<file path="src/rtl/eff_addr_unit.sv">
module eff_addr_unit #(
  parameter int DW = 8
) (
  input  logic            clk,
  input  logic            rst_n,
  input  logic            start,
  input  logic [2:0]      mode,
  input  logic            abs_jump,
  input  logic            idx_sel,
  input  logic [1:0]      pair_sel,
  input  logic [2:0]      rst_idx,
  input  logic [2*DW-1:0] pc,
  input  logic [2*DW-1:0] bc,
  input  logic [2*DW-1:0] de,
  input  logic [2*DW-1:0] hl,
  input  logic [2*DW-1:0] sp,
  input  logic [2*DW-1:0] ix,
  input  logic [2*DW-1:0] iy,
  input  logic [DW-1:0]   opnd_lo,
  input  logic [DW-1:0]   opnd_hi,
  output logic [2*DW-1:0] result,
  output logic            mem_access,
  output logic            is_imm,
  output logic            bad_mode,
  output logic            valid
);
  localparam int AW = 2 * DW;
  localparam logic [2:0] M_LIT8 = 3'd0, M_LIT16 = 3'd1, M_ABS = 3'd2, M_REL = 3'd3,
                         M_IDX  = 3'd4, M_PAIR  = 3'd5, M_RST = 3'd6;

  wire [AW-1:0] disp   = {{(AW-DW){opnd_lo[DW-1]}}, opnd_lo};
  wire [AW-1:0] word   = {opnd_hi, opnd_lo};
  wire [AW-1:0] base   = idx_sel ? iy : ix;
  wire [AW-1:0] vector = {{(AW-6){1'b0}}, rst_idx, 3'b000};

  logic [AW-1:0] n_res;
  logic          n_mem, n_imm, n_bad;

  always_comb begin
    n_res = '0;
    n_mem = 1'b0;
    n_imm = 1'b0;
    n_bad = 1'b0;
    unique case (mode)
      M_LIT8:  begin n_res = {{(AW-DW){1'b0}}, opnd_lo}; n_imm = 1'b1; end
      M_LIT16: begin n_res = word; n_imm = 1'b1; end
      M_ABS:   begin n_res = word; n_mem = ~abs_jump; end
      M_REL:   n_res = pc + AW'(2) + disp;
      M_IDX:   begin n_res = base + disp; n_mem = 1'b1; end
      M_PAIR:  begin
        n_mem = 1'b1;
        case (pair_sel)
          2'd0:    n_res = bc;
          2'd1:    n_res = de;
          2'd2:    n_res = hl;
          default: n_res = sp;
        endcase
      end
      M_RST:   n_res = vector;
      default: n_bad = 1'b1;
    endcase
  end

  always_ff @(posedge clk or negedge rst_n) begin
    if (!rst_n) begin
      result     <= '0;
      mem_access <= 1'b0;
      is_imm     <= 1'b0;
      bad_mode   <= 1'b0;
      valid      <= 1'b0;
    end else begin
      valid <= start;
      if (start) begin
        result     <= n_res;
        mem_access <= n_mem;
        is_imm     <= n_imm;
        bad_mode   <= n_bad;
      end
    end
  end
endmodule


</file>
<file path="config.mk">
export PLATFORM = sky130hd
export DESIGN_NAME = eff_addr_unit
export DESIGN_NICKNAME = d
export VERILOG_FILES = /design/src/rtl/eff_addr_unit.sv
export SDC_FILE = /design/constraint.sdc
export NUM_CORES = 1
export LEC_CHECK = 0
export CAP_MARGIN = 20
export CORE_ASPECT_RATIO = 1.5
export CORE_UTILIZATION = 42
export CTS_CLUSTER_DIAMETER = 100
export DETAILED_ROUTE_END_ITERATION = 7
export GPL_ROUTABILITY_DRIVEN = 0
export PLACE_DENSITY = 0.82
export SYNTH_ARGS = -nofsm -noshare
export SYNTH_HDL_FRONTEND = slang
export SYNTH_SLANG_ARGS = --single-unit
</file>
<file path="constraint.sdc">
create_clock -name clk -period 1.5 [get_ports clk]
set_input_delay 0.15 -clock clk [delete_from_list [all_inputs] [get_ports clk]]
set_output_delay 0.15 -clock clk [all_outputs]
set_load 0.1 [all_outputs]
</file>
==> results by group, run 1 <==
Clock tree
  • CTS sink cnt: 20
  • CTS root buffer: clkbuf_16
  • Hold Buf Count CTS: 0
  • TritonCTS buffer count: 3
  • Longest Clk Path Bufs: 2
  • # H-tree levels: 1

Logic synthesis
  • Post-Syn Instances: 371
  • Flops & latches, synth: 20
  • Synth Area per Inst: 9.00 um2
  • Ys Warns: 0
  • Syn nets: between 500 and 600
  • Post-synth cell types: 60
  • Post-synth EDFFs: 0
  • Seq/Total Area, Yosys: 0.150
  • Ys flop type: dfrtp_1
  • Cell Area, Synth: 3340 um2
  • Ys async rst share: 1.00

STA
  • Worst-path end type: register data pin
  • Crit. endpoint post-GRT repair: result[13]$_DFFE_PN0P_/D

Run status
  • Outcome: stopped before the end
  • Stopping stage: global routing (5_1_grt)
  • Run Error: [ERROR GRT-0232] Routing congestion too high. Check the congestion heatmap in the GUI.

Floorplan
  • # IOs: 161
  • Chip width: 74.8 um
  • # rows: 39
  • Initial cell density of the core: 0.436
  • Chip Height: 111 um

Placement
  • IO Port Bufs: 160
  • Placed Cells: 728
  • DP Wirelength: between 10000 and 15000 um

GRT
  • Overflow after GRT: 2
  • Largest net degree at the start of global routing: 21
  • Gr usage total: 0.627
==> cell families after synthesis <==
group           Yosys count  synth area share
buf+inv                  25            0.0341
fa+ha+maj                46             0.177
simple gates             83             0.111
xor+xnor                 28            0.0735
compound gates          137             0.293
flops                    20             0.150
mux                      32             0.162
==> cells in the mapped netlist, types with 2 or more instances <==
master / count / share of area
ha_1: 44 / 0.16
nand2_1: 33 / 0.037
a21oi_1: 29 / 0.043
nor2_1: 23 / 0.026
dfrtp_1: 20 / 0.15
xnor2_1: 19 / 0.050
mux4_2: 16 / 0.11
mux2_2: 15 / 0.051
o21ai_1: 11 / 0.016
a21o_1: 9 / 0.020
o21ai_0: 9 / 0.013
xor2_1: 9 / 0.024
clkbuf_1: 8 / 0.0090
inv_1: 8 / 0.0090
nand3_1: 8 / 0.012
a31oi_1: 7 / 0.013
nor2b_1: 7 / 0.013
a22oi_1: 6 / 0.013
a211oi_1: 5 / 0.011
o21bai_1: 5 / 0.011
o221ai_1: 5 / 0.013
o2bb2ai_1: 5 / 0.013
a21boi_1: 4 / 0.0090
a221o_1: 4 / 0.012
buf_2: 4 / 0.0060
o21a_1: 4 / 0.0090
o22ai_1: 4 / 0.0075
a21oi_2: 3 / 0.0079
nor3_1: 3 / 0.0045
o211ai_1: 3 / 0.0067
o21ai_2: 3 / 0.0079
a211o_1: 2 / 0.0052
a211oi_2: 2 / 0.0075
and3_1: 2 / 0.0037
buf_1: 2 / 0.0022
buf_6: 2 / 0.0067
fa_1: 2 / 0.012
nand4_1: 2 / 0.0037
o211ai_2: 2 / 0.0075
o31ai_1: 2 / 0.0045
==> per-layer routing <==
metal | overflow | GRT usage
met3 | 0 | 0.384
met5 | 0 | 0.0625
met4 | 1 | 0.581
met1 | 0 | 0.631
met2 | 1 | 0.853
==> repair_timing <==
action | CTS
resized for setup | 104
setup buffers | 16
endpoints found under the setup margin | 16
pin swaps | 66
==> per-stage QoR <==
step	cell area [um2]	utilization	setup WS, ns	setup TNS (ns)
after CTS	6700	0.874	-0.821	-8.50
after detailed placement	6120	0.799	-1.53	-19.63
after global placement	6120	0.799	-1.46	-18.59
after floorplan	3460	-	-0.954	-8.87
==> run 2: changes to the inputs <==
Settings changed: CORE_ASPECT_RATIO 1.5 to default, CORE_UTILIZATION 42 to 40, CTS_CLUSTER_DIAMETER 100 to default, PLACE_DENSITY 0.82 to default, PLACE_DENSITY_LB_ADDON from default to 0.15.
==> run 2 against run 1 <==
The flow now finishes, with violations (setup timing). Synthesized cell count is the same. Area after synthesis is the same.
==> results by group, run 2 <==
Logic synthesis
  • Post-synth EDFFs: 0 (unchanged)
  • Cell Area, Synth: 3340 um2 (unchanged)
  • Top post-synthesis cells by area: ha_1 (16%), dfrtp_1 (15%), mux4_2 (11%)
  • Ys async rst share: 1.00 (unchanged)
  • Post-synth cell types: 60 (unchanged)
  • Share of the synthesized area in the top cell type: 0.165 (unchanged)
  • Top cell type by total area after synthesis: ha_1
  • Seq/Total Area, Yosys: 0.150 (unchanged)
  • Synth Area per Inst: 9.00 um2 (unchanged)
  • Ys flop type: dfrtp_1
  • Ys Warns: 0 (unchanged)
  • Post-Syn Instances: 371 (unchanged)
  • Most frequent cell after synthesis: ha_1
  • Syn nets: 558 (unchanged)
  • Flops & latches, synth: 20 (unchanged)
  • Commonest cells in the netlist: ha_1 (44), nand2_1 (33), a21oi_1 (29), nor2_1 (23), dfrtp_1 (20)

STA
  • Final setup fails: 14
  • Rel. slew slack: 0.774
  • Fin. Hold Viols: 0
  • Tcrit/Tclk final: 1.59
  • FMAX: 420 MHz
  • Slew Limit Fails: 0
  • Setup WS post-layout: -0.882 ns
  • Worst Skew: 0 ns
  • RSZ-0062 raised after global routing: yes
  • Worst slew pin tran: 0.335 ns
  • Tmin final: approximately 2.4 ns
  • Fin Hold WS: 0.246 ns
  • Post-Route Setup TNS: -9.20 ns

GRT
  • First-pass GRT wire length: 21900 um
  • Overflow after GRT: 0
  • Number of global-route vias before repair: 4519
  • Gr usage total: 0.324
  • Largest net degree at the start of global routing: 21
  • Initial antenna violation count: 1

Detailed routing
  • DR DRC count: 0
  • WL final: 15600 um
  • DR WL met2: roughly 8000 um
  • Routed length per instance: about 21 um
  • 1st-iter DRT viols: ~300
  • Post-route antenna net violation count: 0
  • Via density: 5.97
  • Top sig layer: met4
  • Vias: 4456
  • Met1 WL: roughly 5600 um
  • Met3 Wirelength: around 1300 um
  • TritonRoute pass-1 iters: 7

Critical path
  • Crit path largest cell delay: 0.40 ns
  • Worst Setup Path Type: input port to flip-flop
  • CP required: 1.66 ns
  • CP top delay family: compound AO/OA/AOI/OAI gates
  • CP endpoint kind: flip-flop
  • Startpoint Class: input port
  • CP cell instances: clkdlybuf4s50_1, mux2_2, ha_4, o21a_1, a21oi_2, o21ai_2, a21oi_2, o31ai_2, xnor2_1, o21ai_1, a21o_1
  • Slowest library cell on the worst path: clkdlybuf4s50_1
  • Worst R2R Setup Slack: 0.32 ns
  • Worst Path Buf+Inv: 1
  • Reg2Reg Depth: 4
  • Reg-to-reg endpoint: result[13]$_DFFE_PN0P_
  • Largest fanout on the critical path: 3
  • Crit-path most repeated cell: a21oi_2
  • RR Startpoint: result[13]$_DFFE_PN0P_
  • WP data arrival: 2.54 ns

Power
  • PD cells: 653 nW/um2
  • Leakage power: 2.86 nW
  • Peak supply drop: 0.381 mV

Floorplan
  • Core area: 7890 um2
  • # IOs: 161 (unchanged)
  • Chip Height: 93.4 um (-16%)
  • # rows: 32 (-18%)
  • Chip width: 93.4 um (+25%)
  • Initial cell density of the core: 0.423 (-0.0125)
  • Die area: approximately 8700 um2

Layout
  • Layout area overhead: 101%
  • Final Instance Area: about 6700 um2
  • Ratio of cells with drive above 1 in the final layout: 0.409
  • Commonest non-fill, non-tap cell in the layout: clkdlybuf4s50_1
  • Largest register FFs: 16
  • FILL cells: 445
  • Final net count: 832
  • Most frequent cells in the layout: clkdlybuf4s50_1 (120), buf_4 (114), nand2_1 (31), ha_1 (24), buf_12 (23)
  • Most flops, register: result

Placement
  • Area after DPL: 6170 um2 (+0.74%)
  • IO Port Bufs: 160 (unchanged)
  • DP Wirelength: 10800 um (-4.5%)

Clock tree
  • Clk Latency, worst-skew pair: around 0.25 ns
  • Longest Clk Path Bufs: 2 (unchanged)
  • CTS sink cnt: 20 (unchanged)
  • TritonCTS buffer count: 3 (unchanged)
  • Clk slew on worst S/H paths: 0.08 ns
  • # H-tree levels: 1 (unchanged)
  • CTS tree: done
  • CTS root buffer: clkbuf_8

Run status
  • Outcome: finished, violations left
  • Failing checks: setup timing

Job
  • # Max-Cap Violations: 0

Hold path
  • Worst Hold Class: input port to asynchronous set/reset pin
run 2: cell counts after synthesis:
Identical to the previous run, type by type.
run 2: worst max-delay path by stage:
stage	startpoint	endpoint	slack (ns)	depth (start not counted)
final	ix[4]	result[14]$_DFFE_PN0P_	-0.88	11
after global placement	pc[1]	result[13]$_DFFE_PN0P_	-1.50	14
after global routing	ix[4]	result[14]$_DFFE_PN0P_	-0.99	11
after detailed placement	pc[1]	result[13]$_DFFE_PN0P_	-1.57	14
after CTS	pc[1]	result[13]$_DFFE_PN0P_	-0.84	14
after floorplan	idx_sel	result[14]$_DFFE_PN0P_	-0.95	12
run 2: cell type report:
class | instances | area (um2) | area share
Multi-Input combinational cell | 326 | 3190 | 0.474
Tap cell | 102 | 128 | 0.0190
Timing Repair Buffer | 285 | 2810 | 0.418
Inverter | 9 | 48.8 | 0.00727
Antenna cell | 1 | 2.50 | 0.000373
Sequential cell | 20 | 500 | 0.0745
Clock buffer | 3 | 41.3 | 0.00615
run 2: layer usage:
layer / vias up / global-route usage
li1: 1990 / -
met1: 2108 / 0.371
met2: 299 / 0.592
met3: 59 / 0.0569
met4: 0 / 0.132
met5: - / 0
run 2: what timing repair did:
item / CTS / global route
endpoints found under the setup margin: 16 / 16
hold buffers: 0 / 0
setup buffers: 9 / 5
pin swaps: 64 / 35
cloned: 0 / 0
resized for setup: 91 / 26
run 2: worst register-to-register path, stage by stage, from the launching register on:
cell	delay, ns
dfrtp_1	0.43
nor2b_1	0.16
a221o_1	0.27
a221oi_2	0.16
nor2_1	0.06
run 2: cells by family (layout without fill, tap and decap cells):
kind of cell	count (synthesis)	in the layout	share of synthesized area
adders and majority gates	46	46	0.177
muxes	32	32	0.162
AOI/OAI and AO/OA	137	137	0.293
other	0	1	0
buffers and inverters	25	297	0.0341
xor gates and xnor gates	28	28	0.0735
DFF	20	20	0.150
and+or+nand+nor	83	83	0.111
run 2: where the power goes:
part	total, mW	internal (mW)	switching (mW)
Sequential	0.701	0.607	0.0947
Clock	0.363	0.179	0.184
Combinational	3.32	1.66	1.66
Total	4.38	2.44	1.94
run 2: stage by stage:
step,cells,utilization,power [mW],setup slack [ns]
final,746,0.851,4.38,-0.882
after global routing,745,0.851,4.55,-0.990
after CTS,740,0.828,4.11,-0.841
after detailed placement,729,0.782,3.57,-1.57
after global placement,729,0.782,3.50,-1.50
after floorplan,371,-,2.23,-0.954
No activity file was read; power rests on OpenSTA's default activity.
==> run 3: changes to the inputs <==
Settings changed: CORE_UTILIZATION 40 to 42, REMOVE_ABC_BUFFERS from default to 1.
==> run 3 against run 2 <==
Via count is 0.45% higher. Worst setup slack worse by 0.014 ns. The run still ends with setup timing left. Die area is 4.7% lower. Combinational power is 3% higher. Critical path type unchanged.
==> results by group, run 3 (synthesized netlist as in run 2, its figures left out) <==
STA
  • Slew Limit Fails: 0 (unchanged)
  • Rel. slew slack: 0.670 (-0.104)
  • Fin. Hold Viols: 0 (unchanged)
  • Fin Hold WS: 0.238 ns (-0.00847 ns)
  • Tcrit/Tclk final: 1.60 (+0.00959)
  • FMAX: 417 MHz (-0.60%)
  • Tmin final: 2.40 ns (+0.0144 ns)
  • Worst slew pin tran: 0.490 ns (+0.155 ns)
  • RSZ-0062 raised after global routing: yes
  • Setup WS post-layout: -0.896 ns (-0.0144 ns)
  • Final setup fails: 14 (unchanged)
  • Worst Skew: 0 ns (unchanged)

GRT
  • Largest net degree at the start of global routing: 21 (unchanged)
  • Initial antenna violation count: 0 (-1)
  • Gr usage total: 0.349 (+0.0248)
  • Number of global-route vias before repair: 4804 (+6.3%)
  • First-pass GRT wire length: 23000 um (+5.2%)
  • Overflow after GRT: 0 (unchanged)

Run status
  • Outcome: finished, violations left
  • Failing checks: setup timing

Clock tree
  • CTS sink cnt: 20 (unchanged)
  • CTS root buffer: clkbuf_8
  • # H-tree levels: 1 (unchanged)
  • CTS tree: done
  • Clk Latency, worst-skew pair: 0.26 ns (about the same)
  • Hold Buf Count CTS: 0 (unchanged)
  • TritonCTS buffer count: 3 (unchanged)
  • Clk slew on worst S/H paths: 0.08 ns (about the same)
  • Longest Clk Path Bufs: 2 (unchanged)

Critical path
  • CP Launch Point: pc[1]
  • CP top delay family: compound AO/OA/AOI/OAI gates
  • RR Startpoint: result[13]$_DFFE_PN0P_
  • Startpoint Class: input port
  • Crit path largest cell delay: 0.40 ns (about the same)
  • CP endpoint kind: flip-flop
  • Worst Setup Path Type: input port to flip-flop
  • CP cell instances: buf_6, inv_4, ha_4, inv_4, ha_4, fa_2, a211oi_4, o21ai_1, a221o_1, nand2_1, nand2_1, xor2_1, a221oi_2, nor2_1
  • CP required: 1.65 ns (about the same)
  • WP data arrival: 2.55 ns (about the same)
  • Largest fanout on the critical path: 2 (-1)
  • Slowest library cell on the worst path: fa_2
  • Worst Path Buf+Inv: 3 (+2)

Layout
  • Final Instance Area: 6780 um2 (+0.95%)
  • Final net count: 834 (+0.24%)
  • Ratio of cells with drive above 1 in the final layout: 0.429 (+0.0198)
  • Most flops, register: result
  • Layout area overhead: 103%
  • # diodes: 0 (-1)
  • Largest register FFs: 16 (unchanged)
  • Most frequent cells in the layout: buf_4 (121), clkdlybuf4s50_1 (116), nand2_1 (33), ha_1 (22), ha_4 (22)
  • Commonest non-fill, non-tap cell in the layout: buf_4
  • FILL cells: 354 (-20%)

Detailed routing
  • Routed length per instance: 20.6 um (-1.5%)
  • TritonRoute pass-1 iters: 5 (-2)
  • Via density: 5.98 (+0.18%)
  • WL final: 15400 um (-1.2%)
  • DR DRC count: 0 (unchanged)
  • Post-route antenna net violation count: 0 (unchanged)
  • Vias: 4476 (+0.45%)
  • 1st-iter DRT viols: 311 (+2.6%)

Floorplan
  • Core area: 7690 um2 (-2.5%)
  • # rows: 32 (unchanged)
  • Chip Height: 91.2 um (-2.4%)
  • Die area: 8310 um2 (-4.7%)
  • Chip width: 91.2 um (-2.4%)
  • Initial cell density of the core: 0.434 (+0.0110)
  • # IOs: 161 (unchanged)

Power
  • Switching share of total power: 0.440 (-0.00231)
  • Internal: 2.55 mW (+4.2%)
  • Leakage power: 2.90 nW (+1.1%)
  • Total Power: 4.55 mW (+3.8%)
  • Comb power frac: 0.754 (-0.003)
  • Sequential fraction of design power: 0.153 (-0.007)
  • Peak supply drop: 0.362 mV (-5.0%)
  • PD cells: 671 nW/um2 (+2.8%)
  • Sw Pwr: 2.00 mW (+3.3%)
  • Clock power frac: 0.094 (+0.011)

Job
  • # Max-Cap Violations: 0 (unchanged)

Placement
  • IO Port Bufs: 160 (unchanged)
  • DP Wirelength: 10400 um (-3.9%)
  • Area after DPL: 6030 um2 (-2.2%)

Hold path
  • Worst Hold Class: input port to asynchronous set/reset pin
[run 3: final cells by class]
| class | count | area, um2 | share of cell area |
|---|---|---|---|
| well taps | 102 | 128 | 0.0188 |
| inverters | 9 | 43.8 | 0.00646 |
| repair buffers | 287 | 2770 | 0.408 |
| multi-input cells | 326 | 3290 | 0.485 |
| flip-flops and latches | 20 | 500 | 0.0738 |
| clock buffers | 4 | 55.1 | 0.00812 |
[run 3: path summary, 6_finish.rpt]
kind	slack [ns]	depth (start not counted)	endpoint
max reg2reg	0.22	4	result[13]$_DFFE_PN0P_
min reg2reg	0.56	1	result[0]$_DFFE_PN0P_
min in group clk	0.50	3	is_imm$_DFFE_PN0P_
max	-0.90	14	result[13]$_DFFE_PN0P_
min	0.24	2	bad_mode$_DFFE_PN0P_
max in group asynchronous	1.03	2	result[5]$_DFFE_PN0P_
[run 3: per-layer routing]
layer	track usage	routed length (um)
met3	0.0762	1340
met1	0.379	5730
met4	0.143	607
met2	0.652	7750
met5	0	0
[run 3: per-stage QoR]
stage	instances	TNS [ns]	utilization	worst slack, ns
detailed placement	728	-20.41	0.785	-1.63
global route	748	-10.50	0.882	-1.03
global placement	728	-19.71	0.785	-1.54
CTS	745	-7.50	0.855	-0.753
floorplan	355	-9.48	-	-0.969
finish	748	-9.45	0.882	-0.896
[run 3: repair_timing]
| item | in CTS | in global routing |
|---|---|---|
| resized for setup | 116 | 36 |
| endpoints found under the hold margin | 0 | 0 |
| setup endpoints to repair | 16 | 17 |
| pin swaps | 69 | 33 |
| buffers inserted | 14 | 6 |
[run 3: power groups by stage]
| stage | clock, mW | combinational [mW] | sequential, mW |
|---|---|---|---|
| floorplan | 0 | 0.978 | 1.15 |
| global route | 0.443 | 3.58 | 0.701 |
| detailed placement | 0 | 2.82 | 0.702 |
| finish | 0.426 | 3.43 | 0.695 |
| global placement | 0 | 2.75 | 0.701 |
| CTS | 0.429 | 3.11 | 0.693 |
